===== config.mk =====
export PLATFORM = sky130hd
export DESIGN_NAME = sarlink_core
export DESIGN_NICKNAME = d
export VERILOG_FILES = /design/src/rtl/sarlink_pkg.sv /design/src/rtl/sarlink_addr.sv /design/src/rtl/sarlink_seq.sv /design/src/rtl/sarlink_txout.sv /design/src/rtl/sarlink_core.sv
export SDC_FILE = /design/constraint.sdc
export NUM_CORES = 1
export LEC_CHECK = 0
export BUFFER_PORTS_ARGS = -buffer_cell sky130_fd_sc_hd__buf_2
export CORE_AREA = 2 2 78 65
export DETAILED_ROUTE_END_ITERATION = 12
export DIE_AREA = 0 0 80 67
export GPL_TIMING_DRIVEN = 0
export HOLD_SLACK_MARGIN = 0.08
export PLACE_DENSITY = 0.6
export SLEW_MARGIN = 40
export SYNTH_ARGS = -nofsm -noshare
export SYNTH_HDL_FRONTEND = slang
export SYNTH_SLANG_ARGS = --single-unit

===== constraint.sdc =====
create_clock -name sclk -period 4.3 [get_ports sclk]
set_input_delay 0.645 -clock sclk [delete_from_list [all_inputs] [get_ports sclk]]
set_output_delay 0.645 -clock sclk [all_outputs]
set_load 0.01 [all_outputs]

===== src/rtl/sarlink_pkg.sv =====
package sarlink_pkg;

   // sequencing phases of one transaction
   typedef enum logic [1:0] {
      PH_SEEK   = 2'd0,
      PH_SETTLE = 2'd1,
      PH_TRIAL  = 2'd2,
      PH_TAIL   = 2'd3
   } phase_t;

   localparam int unsigned CH_SEL_W = 3;

endpackage


===== src/rtl/sarlink_addr.sv =====
module sarlink_addr
   import sarlink_pkg::*;
#(
   parameter int unsigned FOUR_CH = 0
)(
   input  logic                clk,
   input  logic                clr,
   input  logic                seek,
   input  logic                din,
   output logic                hit,
   output logic [CH_SEL_W-1:0] chan_sel,
   output logic                diff_mode
);

   localparam int unsigned ADDR_BITS = (FOUR_CH != 0) ? 3 : 4;
   localparam int unsigned SR_W      = ADDR_BITS + 1;

   logic [SR_W-1:0]     sr_q;
   logic [SR_W-1:0]     sr_nxt;
   logic [CH_SEL_W-1:0] chan_nxt;
   logic                dif_nxt;

   // start bit walks up; when it reaches the top the word is complete
   assign sr_nxt = {sr_q[SR_W-2:0], din};
   assign hit    = seek & sr_nxt[SR_W-1];

   generate
      if (FOUR_CH != 0) begin : g_four
         // order: single, sign, sel1 ; sel0 implied high
         assign chan_nxt = {1'b0, sr_nxt[0], sr_nxt[1]};
         assign dif_nxt  = ~sr_nxt[2];
      end else begin : g_eight
         // order: single, sign, sel1, sel0
         assign chan_nxt = {sr_nxt[1], sr_nxt[0], sr_nxt[2]};
         assign dif_nxt  = ~sr_nxt[3];
      end
   endgenerate

   always_ff @(posedge clk or posedge clr) begin
      if (clr) begin
         sr_q      <= '0;
         chan_sel  <= '0;
         diff_mode <= 1'b0;
      end else if (seek) begin
         sr_q <= sr_nxt;
         if (hit) begin
            chan_sel  <= chan_nxt;
            diff_mode <= dif_nxt;
         end
      end
   end

endmodule


===== src/rtl/sarlink_seq.sv =====
module sarlink_seq
   import sarlink_pkg::*;
#(
   parameter int unsigned DATA_W = 8
)(
   input  logic              clk,
   input  logic              clr,
   input  logic              go,
   input  logic              dbit,
   output phase_t            phase,
   output logic              busy,
   output logic [DATA_W-1:0] result,
   output logic [DATA_W-1:0] trial_code
);

   localparam int unsigned     IDX_W   = $clog2(DATA_W);
   localparam logic [IDX_W-1:0] IDX_TOP = IDX_W'(DATA_W - 1);

   logic [IDX_W-1:0]  idx_q;
   logic [DATA_W-1:0] probe;

   assign probe      = {{(DATA_W-1){1'b0}}, 1'b1} << idx_q;
   assign trial_code = (phase == PH_TRIAL) ? (result | probe) : '0;

   always_ff @(posedge clk or posedge clr) begin
      if (clr) begin
         phase  <= PH_SEEK;
         busy   <= 1'b0;
         idx_q  <= '0;
         result <= '0;
      end else begin
         case (phase)
            PH_SEEK: begin
               if (go) begin
                  phase <= PH_SETTLE;
                  busy  <= 1'b1;
               end
            end
            PH_SETTLE: begin
               phase <= PH_TRIAL;
               idx_q <= IDX_TOP;
            end
            PH_TRIAL: begin
               result[idx_q] <= dbit;
               if (idx_q == '0) begin
                  phase <= PH_TAIL;
                  busy  <= 1'b0;
               end else begin
                  idx_q <= idx_q - 1'b1;
               end
            end
            default: begin
               phase <= phase;
            end
         endcase
      end
   end

endmodule


===== src/rtl/sarlink_txout.sv =====
module sarlink_txout
   import sarlink_pkg::*;
#(
   parameter int unsigned DATA_W = 8
)(
   input  logic              clk,
   input  logic              clr,
   input  phase_t            phase,
   input  logic              cmp_ge,
   input  logic              lsb_hold,
   input  logic [DATA_W-1:0] result,
   output logic              dout,
   output logic              dout_oe,
   output logic              dbit
);

   localparam int unsigned      PTR_W   = $clog2(DATA_W + 1);
   localparam int unsigned      IDX_W   = $clog2(DATA_W);
   localparam logic [PTR_W-1:0] PTR_END = PTR_W'(DATA_W);
   localparam logic [PTR_W-1:0] PTR_ONE = PTR_W'(1);

   logic [PTR_W-1:0] ptr_q;
   logic             replay_q;

   // launches on the falling edge so a rising-edge host sees settled data
   always_ff @(negedge clk or posedge clr) begin
      if (clr) begin
         dout     <= 1'b0;
         dout_oe  <= 1'b0;
         dbit     <= 1'b0;
         ptr_q    <= PTR_ONE;
         replay_q <= 1'b0;
      end else begin
         case (phase)
            PH_SETTLE: begin
               dout_oe <= 1'b1;
               dout    <= 1'b0;
            end
            PH_TRIAL: begin
               dout <= cmp_ge;
               dbit <= cmp_ge;
            end
            PH_TAIL: begin
               if (replay_q || !lsb_hold) begin
                  replay_q <= 1'b1;
                  if (ptr_q != PTR_END) begin
                     dout  <= result[ptr_q[IDX_W-1:0]];
                     ptr_q <= ptr_q + 1'b1;
                  end else begin
                     dout <= 1'b0;
                  end
               end
            end
            default: begin
               dout <= dout;
            end
         endcase
      end
   end

endmodule


===== src/rtl/sarlink_core.sv =====
module sarlink_core
   import sarlink_pkg::*;
#(
   parameter int unsigned DATA_W  = 8,
   parameter int unsigned FOUR_CH = 0
)(
   input  logic                sclk,
   input  logic                cs_n,
   input  logic                din,
   input  logic                cmp_ge,
   input  logic                lsb_hold,
   output logic [DATA_W-1:0]   trial_code,
   output logic [CH_SEL_W-1:0] chan_sel,
   output logic                diff_mode,
   output logic                busy,
   output logic                dout,
   output logic                dout_oe
);

   generate
      if (DATA_W < 2 || DATA_W > 16) begin : g_bad_width
         $error("sarlink_core: DATA_W must lie in 2..16");
      end
      if (FOUR_CH > 1) begin : g_bad_variant
         $error("sarlink_core: FOUR_CH must be 0 or 1");
      end
   endgenerate

   phase_t            phase;
   logic              hit;
   logic              dbit;
   logic [DATA_W-1:0] result;

   sarlink_addr #(.FOUR_CH(FOUR_CH)) u_addr (
      .clk       (sclk),
      .clr       (cs_n),
      .seek      (phase == PH_SEEK),
      .din       (din),
      .hit       (hit),
      .chan_sel  (chan_sel),
      .diff_mode (diff_mode)
   );

   sarlink_seq #(.DATA_W(DATA_W)) u_seq (
      .clk        (sclk),
      .clr        (cs_n),
      .go         (hit),
      .dbit       (dbit),
      .phase      (phase),
      .busy       (busy),
      .result     (result),
      .trial_code (trial_code)
   );

   sarlink_txout #(.DATA_W(DATA_W)) u_tx (
      .clk      (sclk),
      .clr      (cs_n),
      .phase    (phase),
      .cmp_ge   (cmp_ge),
      .lsb_hold (lsb_hold),
      .result   (result),
      .dout     (dout),
      .dout_oe  (dout_oe),
      .dbit     (dbit)
   );

endmodule


==> reports/qor.yml, run 1 <==
hold_depth: 1
crit-reg2reg-launch: "u_seq.phase[0]"
grt_max_degree: 31
start_util_pct: 35.4
crit_type: "reg -> reg"
yosys_warnings: 0
worst_hold_path.endpoint: "u_tx.replay_q"
crit_arrival_ns: 2.00
die_x_um: 80
r2r-end: "u_tx.dbit"
n_antenna_cell: 0
ff2ff_setup_slack_ns: 0.26
r2r_cells: 5
track_usage_pct: 13.7
synth_flop_cell: "dfrtp_1"
hold_path_class: "reg -> reg"
clockBufferDepth: 2
drt_iter0_drc: 57
layout_setup_ws_ns: 0.263
dieHeight_um: 67
antenna_left: 0
syn_inst: 145
cts.hold.buffers_added: 0
fin_worst_skew_ns: 0.0503
rows: 22
wl_per_cell_um: 13.9
final_area_mm2: 0.00185
portBuffers: 19
finalHoldViolations: 0
design.die.area_mm2: 0.00536
io_pins: 20
cts_buffers: 5
crit_top_cell: "clkbuf_1"
num-nets-final: 188
slew_headroom_pct: 58.3
crit_chain: "inv_1, ha_1, clkbuf_1, clkbuf_1, o21ai_0"
synth_seq_cells: 30
antenna_found_initial: 0
p_leak_nw: 0.861
slew_viol_final: 0
finalSetupViolations: 0
grt_pass1_wl_mm: 5.53
ys_seq_area_share_pct: 47.1
post-route-util_pct: 41.0
status: "finished, final reports clean"
worstSetupStartpointType: "flop"
rsz0062_at_grt: "false"
cts_tree: "done"
layout-drive-gt1-share_pct: 23.3
vias: 1148
netlist_area_mm2: 0.00160
async_reset_ff_share_pct: 100
synth.avg_cell_area_um2: 11.0
cp_max_fo: 10
place_congestion: 0.808
cts.repair.resized: 0
p_per_area_mw_per_mm2: 630
place_hpwl_mm: 2.31
cts_htree_levels: 2
synth.distinct_cells: 35
vdd_drop_max_uv: 179
cp_slowest_cell: "dfrtp_1"
overflow: 0
grt_pass1_vias: 1155
endpoint_kind: "flop"
placed_area_mm2: 0.00177
synthToLayoutAreaGrowth_pct: 15.7
clkTransAtPathRegs_ns: 0.07
tns_ns: 0
routed_via_density: 4.95
preCtsSetupSlack_ns: 0.265
dr.pass1.iters: 4
crit_required_ns: 2.26
synth-edff-count: 0
clock-root-buffer: "clkbuf_8"
cp_slowest_stage_delay_ns: 0.42
worstMarginPinSlew_ns: 0.625
core_mm2: 0.00451
holdCritStartpoint: "u_tx.replay_q"
maxCapViolCount: 0
clk_latency_ns: 0.33
drc: 0
post-cts-setup-buffer-count: 0
syn_nets: 162
drt_wl_total_mm: 3.23
clock_sinks: 30
-- critical path: cells and delay by family (launching register included) --
family / cells / cell delay [ns]
buf+inv: 3 / 0.88
flops: 1 / 0.42
fa+ha+maj: 1 / 0.25
compound gates: 1 / 0.16
-- cell usage in the layout (no fill, tap or decap), types with 2 or more instances in the layout --
| cell type | n |
|---|---|
| a21oi_1 | 9 |
| o21a_1 | 4 |
| clkbuf_1 | 4 |
| nor2b_1 | 8 |
| nand4_1 | 2 |
| dfrtn_1 | 7 |
| clkbuf_8 | 5 |
| nor3_1 | 6 |
| xnor2_1 | 4 |
| ha_1 | 12 |
| nand2_1 | 12 |
| mux2_1 | 7 |
| inv_1 | 7 |
| o21ai_0 | 6 |
| mux2_2 | 7 |
| nor2_1 | 2 |
| mux2i_1 | 2 |
| buf_2 | 20 |
| mux4_1 | 2 |
| or3_1 | 3 |
| dfrtp_1 | 22 |
| inv_2 | 3 |
| nand2b_1 | 3 |
-- power by group --
part	internal, W	switching (W)
Clock	0.000112	0.000108
Combinational	0.000215	0.000230
Sequential	0.000395	0.000105
-- layer usage --
| layer | vias to the layer above | GRT usage (%) | routed length [um] |
|---|---|---|---|
| met3 | 11 | 3.79 | 111 |
| met1 | 563 | 17.0 | 1530 |
| met5 | - | 0 | 0 |
| met4 | 0 | 8.05 | 98 |
| li1 | 555 | - | - |
| met2 | 19 | 21.1 | 1490 |
-- synthesized netlist by cell type, types with 2 or more instances --
cell / count / area, um^2
clkbuf_1: 3 / 11.3
mux2_1: 7 / 78.8
nand2_1: 12 / 45.0
inv_1: 8 / 30.0
xnor2_1: 4 / 35.0
a21oi_1: 9 / 45.0
nor3_1: 6 / 30.0
nor2_1: 2 / 7.51
nand4_1: 2 / 12.5
or3_1: 3 / 18.8
o21ai_0: 6 / 30.0
o21a_1: 4 / 30.0
mux2_2: 7 / 78.8
mux4_1: 2 / 52.6
dfrtn_1: 7 / 175
inv_2: 2 / 7.51
nand2b_1: 3 / 18.8
dfrtp_1: 22 / 551
nor2b_1: 8 / 50.1
mux2i_1: 2 / 20.0
ha_1: 12 / 150
-- cells by family (layout without fill, tap and decap cells) --
logic type / Yosys count / after routing / synth area share (%)
flops: 30 / 30 / 47.1
mux: 18 / 18 / 14.4
fa+ha+maj: 12 / 12 / 9.40
buf+inv: 14 / 41 / 3.37
xor+xnor: 4 / 4 / 2.19
compound gates: 25 / 25 / 9.40
simple gates: 42 / 42 / 14.2
-- stage by stage --
| stage | hold WS [ns] | total power, W | cells |
|---|---|---|---|
| 5_1_grt | 0.423 | 0.00126 | 232 |
| 6_report | 0.393 | 0.00117 | 232 |
| 4_1_cts | 0.397 | 0.00117 | 232 |
| 3_3_place_gp | 0.392 | 0.000924 | 224 |
| 2_1_floorplan | 0.380 | 0.000816 | 145 |
| 3_5_place_dp | 0.397 | 0.000952 | 224 |
-- worst max path at each step --
stage / from / endpoint / slack (ns) / cells after the start
final: u_seq.phase[0] / u_tx.dbit / 0.26 / 5
after floorplan: u_seq.phase[0] / u_tx.dbit / 0.66 / 5
after CTS: u_seq.phase[0] / u_tx.dbit / 0.27 / 5
after detailed placement: u_seq.phase[0] / u_tx.dbit / 0.27 / 5
after global routing: u_seq.phase[0] / u_tx.dbit / 0.09 / 5
after global placement: u_seq.phase[0] / u_tx.dbit / 0.34 / 5
-- area by class of cell --
cell class | count | area (um^2)
fillers | 452 | 2670
inverters | 9 | 33.8
well taps | 60 | 75.1
flip-flops and latches | 30 | 752
multi-input cells | 101 | 792
clock inverters | 3 | 12.5
repair buffers | 19 | 95.1
plain buffers | 4 | 16.3
clock buffers | 6 | 72.6
-- sequential cells by signal, indices dropped and copies added (netlist names) --
| register | flops |
|---|---|
| u_tx.ptr_q | 4 |
| u_seq.result | 8 |
| u_addr.chan_sel | 3 |
| u_tx.dbit | 1 |
| u_tx.dout | 1 |
| u_tx.dout_oe | 1 |
| u_seq.phase | 2 |
| u_seq.busy | 1 |
| u_seq.idx_q | 3 |
| u_tx.replay_q | 1 |
| u_addr.sr_q | 4 |
| u_addr.diff_mode | 1 |
No activity file was read; power rests on OpenSTA's default activity.
==> run 2: changes to the inputs <==
--- a/config.mk
+++ b/config.mk
@@ -6,12 +6,12 @@
 export NUM_CORES = 1
 export LEC_CHECK = 0
 export BUFFER_PORTS_ARGS = -buffer_cell sky130_fd_sc_hd__buf_2
-export CORE_AREA = 2 2 78 65
+export CORE_AREA = 2 2 74 62
 export DETAILED_ROUTE_END_ITERATION = 12
-export DIE_AREA = 0 0 80 67
+export DIE_AREA = 0 0 76 64
 export GPL_TIMING_DRIVEN = 0
 export HOLD_SLACK_MARGIN = 0.08
-export PLACE_DENSITY = 0.6
+export PLACE_DENSITY = 0.64
 export SLEW_MARGIN = 40
 export SYNTH_ARGS = -nofsm -noshare
 export SYNTH_HDL_FRONTEND = slang
==> constraint.sdc (replaced) <==
create_clock -name sclk -period 4.2 [get_ports sclk]
set_input_delay 0.63 -clock sclk [delete_from_list [all_inputs] [get_ports sclk]]
set_output_delay 0.63 -clock sclk [all_outputs]
set_load 0.01 [all_outputs]
==> reports/qor.yml, run 2 (same netlist as run 1, synthesis figures left out) <==
status: "finished, final reports clean"
dieHeight_um: 64
hold_path_class: "reg -> reg"
p_per_area_mw_per_mm2: 653
largest_registers: "u_seq.result x8, u_addr.sr_q x4, u_tx.ptr_q x4"
dr.pass1.iters: 4
overflow: 0
holdCritStartpoint: "u_tx.replay_q"
routed_via_density: 4.94
clock-root-buffer: "clkbuf_8"
largest_register_ffs: 8
worstSetupStartpoint: "u_seq.phase[0]"
wl_per_cell_um: 14.0
clk_latency_ns: 0.34
cts_htree_levels: 2
clock_sinks: 30
finalSetupViolations: 0
crit-reg2reg-launch: "u_seq.phase[0]"
maxCapViolCount: 0
seq_area_um2: 752
worstSetupStartpointType: "flop"
design.die.area_mm2: 0.00486
grt_pass1_vias: 1197
place_hpwl_mm: 2.31
n_antenna_cell: 0
antenna_left: 0
p_leak_nw: 0.868
drt_iter0_drc: 30
final_cell_mix: "22 x dfrtp_1, 20 x buf_2, 12 x nand2_1, 12 x ha_1, 9 x a21oi_1"
place_congestion: 0.761
layout-drive-gt1-share_pct: 23.8
crit_type: "reg -> reg"
io_pins: 20
drt_wl_total_mm: 3.20
post-cts-setup-buffer-count: 0
drc: 0
tns_ns: 0
cts_buffers: 5
slew_headroom_pct: 58.4
layout.cells.most_common: "dfrtp_1"
die_x_um: 76
grt_max_degree: 31
largest-register: "u_seq.result"
endpoint_kind: "flop"
post-route-util_pct: 45.6
core_mm2: 0.00407
fin_worst_skew_ns: 0.0560
vdd_drop_max_uv: 303
fillers: 387
worstMarginPinSlew_ns: 0.623
clkTransAtPathRegs_ns: 0.06
portBuffers: 19
finalHoldViolations: 0
crit_chain: "inv_1, ha_1, clkbuf_1, clkbuf_2, o21ai_0"
clockBufferDepth: 2
vias: 1132
crit_required_ns: 2.23
cp_slowest_stage_delay_ns: 0.42
slew_viol_final: 0
crit_arrival_ns: 1.91
start_util_pct: 39.2
rsz0062_at_grt: "false"
cts_tree: "done"
track_usage_pct: 15.4
grt_pass1_wl_mm: 5.80
multiInputGateArea_um2: 792
num-nets-final: 188
fin_hold_ws_ns: 0.400
cp_max_fo: 10
antenna_found_initial: 0
cp_slowest_cell: "dfrtp_1"
synthToLayoutAreaGrowth_pct: 16.1
rows: 21
## run 2: timing repair
action | CTS | global route
resized for setup | 0 | 2
hold endpoints to repair | 0 | 0
setup endpoints to repair | 0 | 1
hold buffers | 0 | 0
## run 2: worst paths after layout
path / end / slack, ns / depth (start not counted)
max: u_tx.dbit / 0.33 / 5
max reg2reg: u_tx.dbit / 0.33 / 5
min in group asynchronous: u_seq.result[6] / 0.42 / 2
max in group asynchronous: u_tx.ptr_q[0] / 1.34 / 2
min: u_tx.replay_q / 0.40 / 1
min reg2reg: u_tx.replay_q / 0.40 / 1
## run 2: area by class of cell
cell class	count	share of cell area [%]
Buffer	4	0.944
Tap cell	57	3.84
Clock buffer	8	4.86
Sequential cell	30	40.5
Timing Repair Buffer	19	5.12
Multi-Input combinational cell	101	42.7
Clock inverter	1	0.202
Inverter	9	1.82
## run 2: report_power, final
group          leakage, nW  total (W)  switching, W  internal [W]
Sequential           0.352   0.000510      0.000105      0.000404
Combinational        0.464   0.000457      0.000235      0.000221
Clock               0.0508   0.000245      0.000110      0.000135
## run 2: routing by layer
metal,part of all wire (%),global-route usage [%],wire [um]
met1,50,21.0,1600
met2,44,22.3,1410
met3,4.5,5.79,145
met4,1.6,5.68,51
met5,0,0,0
## run 2: through the flow
step	area (um^2)	cells	worst slack, ns	power, W
final	1860	229	0.327	0.00121
after global routing	1860	229	0.176	0.00133
after CTS	1850	229	0.177	0.00122
after detailed placement	1760	221	0.174	0.000978
after global placement	1760	221	0.296	0.000946
after floorplan	1600	145	0.612	0.000835
## run 2: worst max-delay path, delay by kind of cell, from the launching register on
kind | cells | cell delay [ns]
flip-flops | 1 | 0.42
AO/OA/AOI/OAI | 1 | 0.11
buffers and inverters | 3 | 0.84
adder cells (fa/ha/maj) | 1 | 0.25
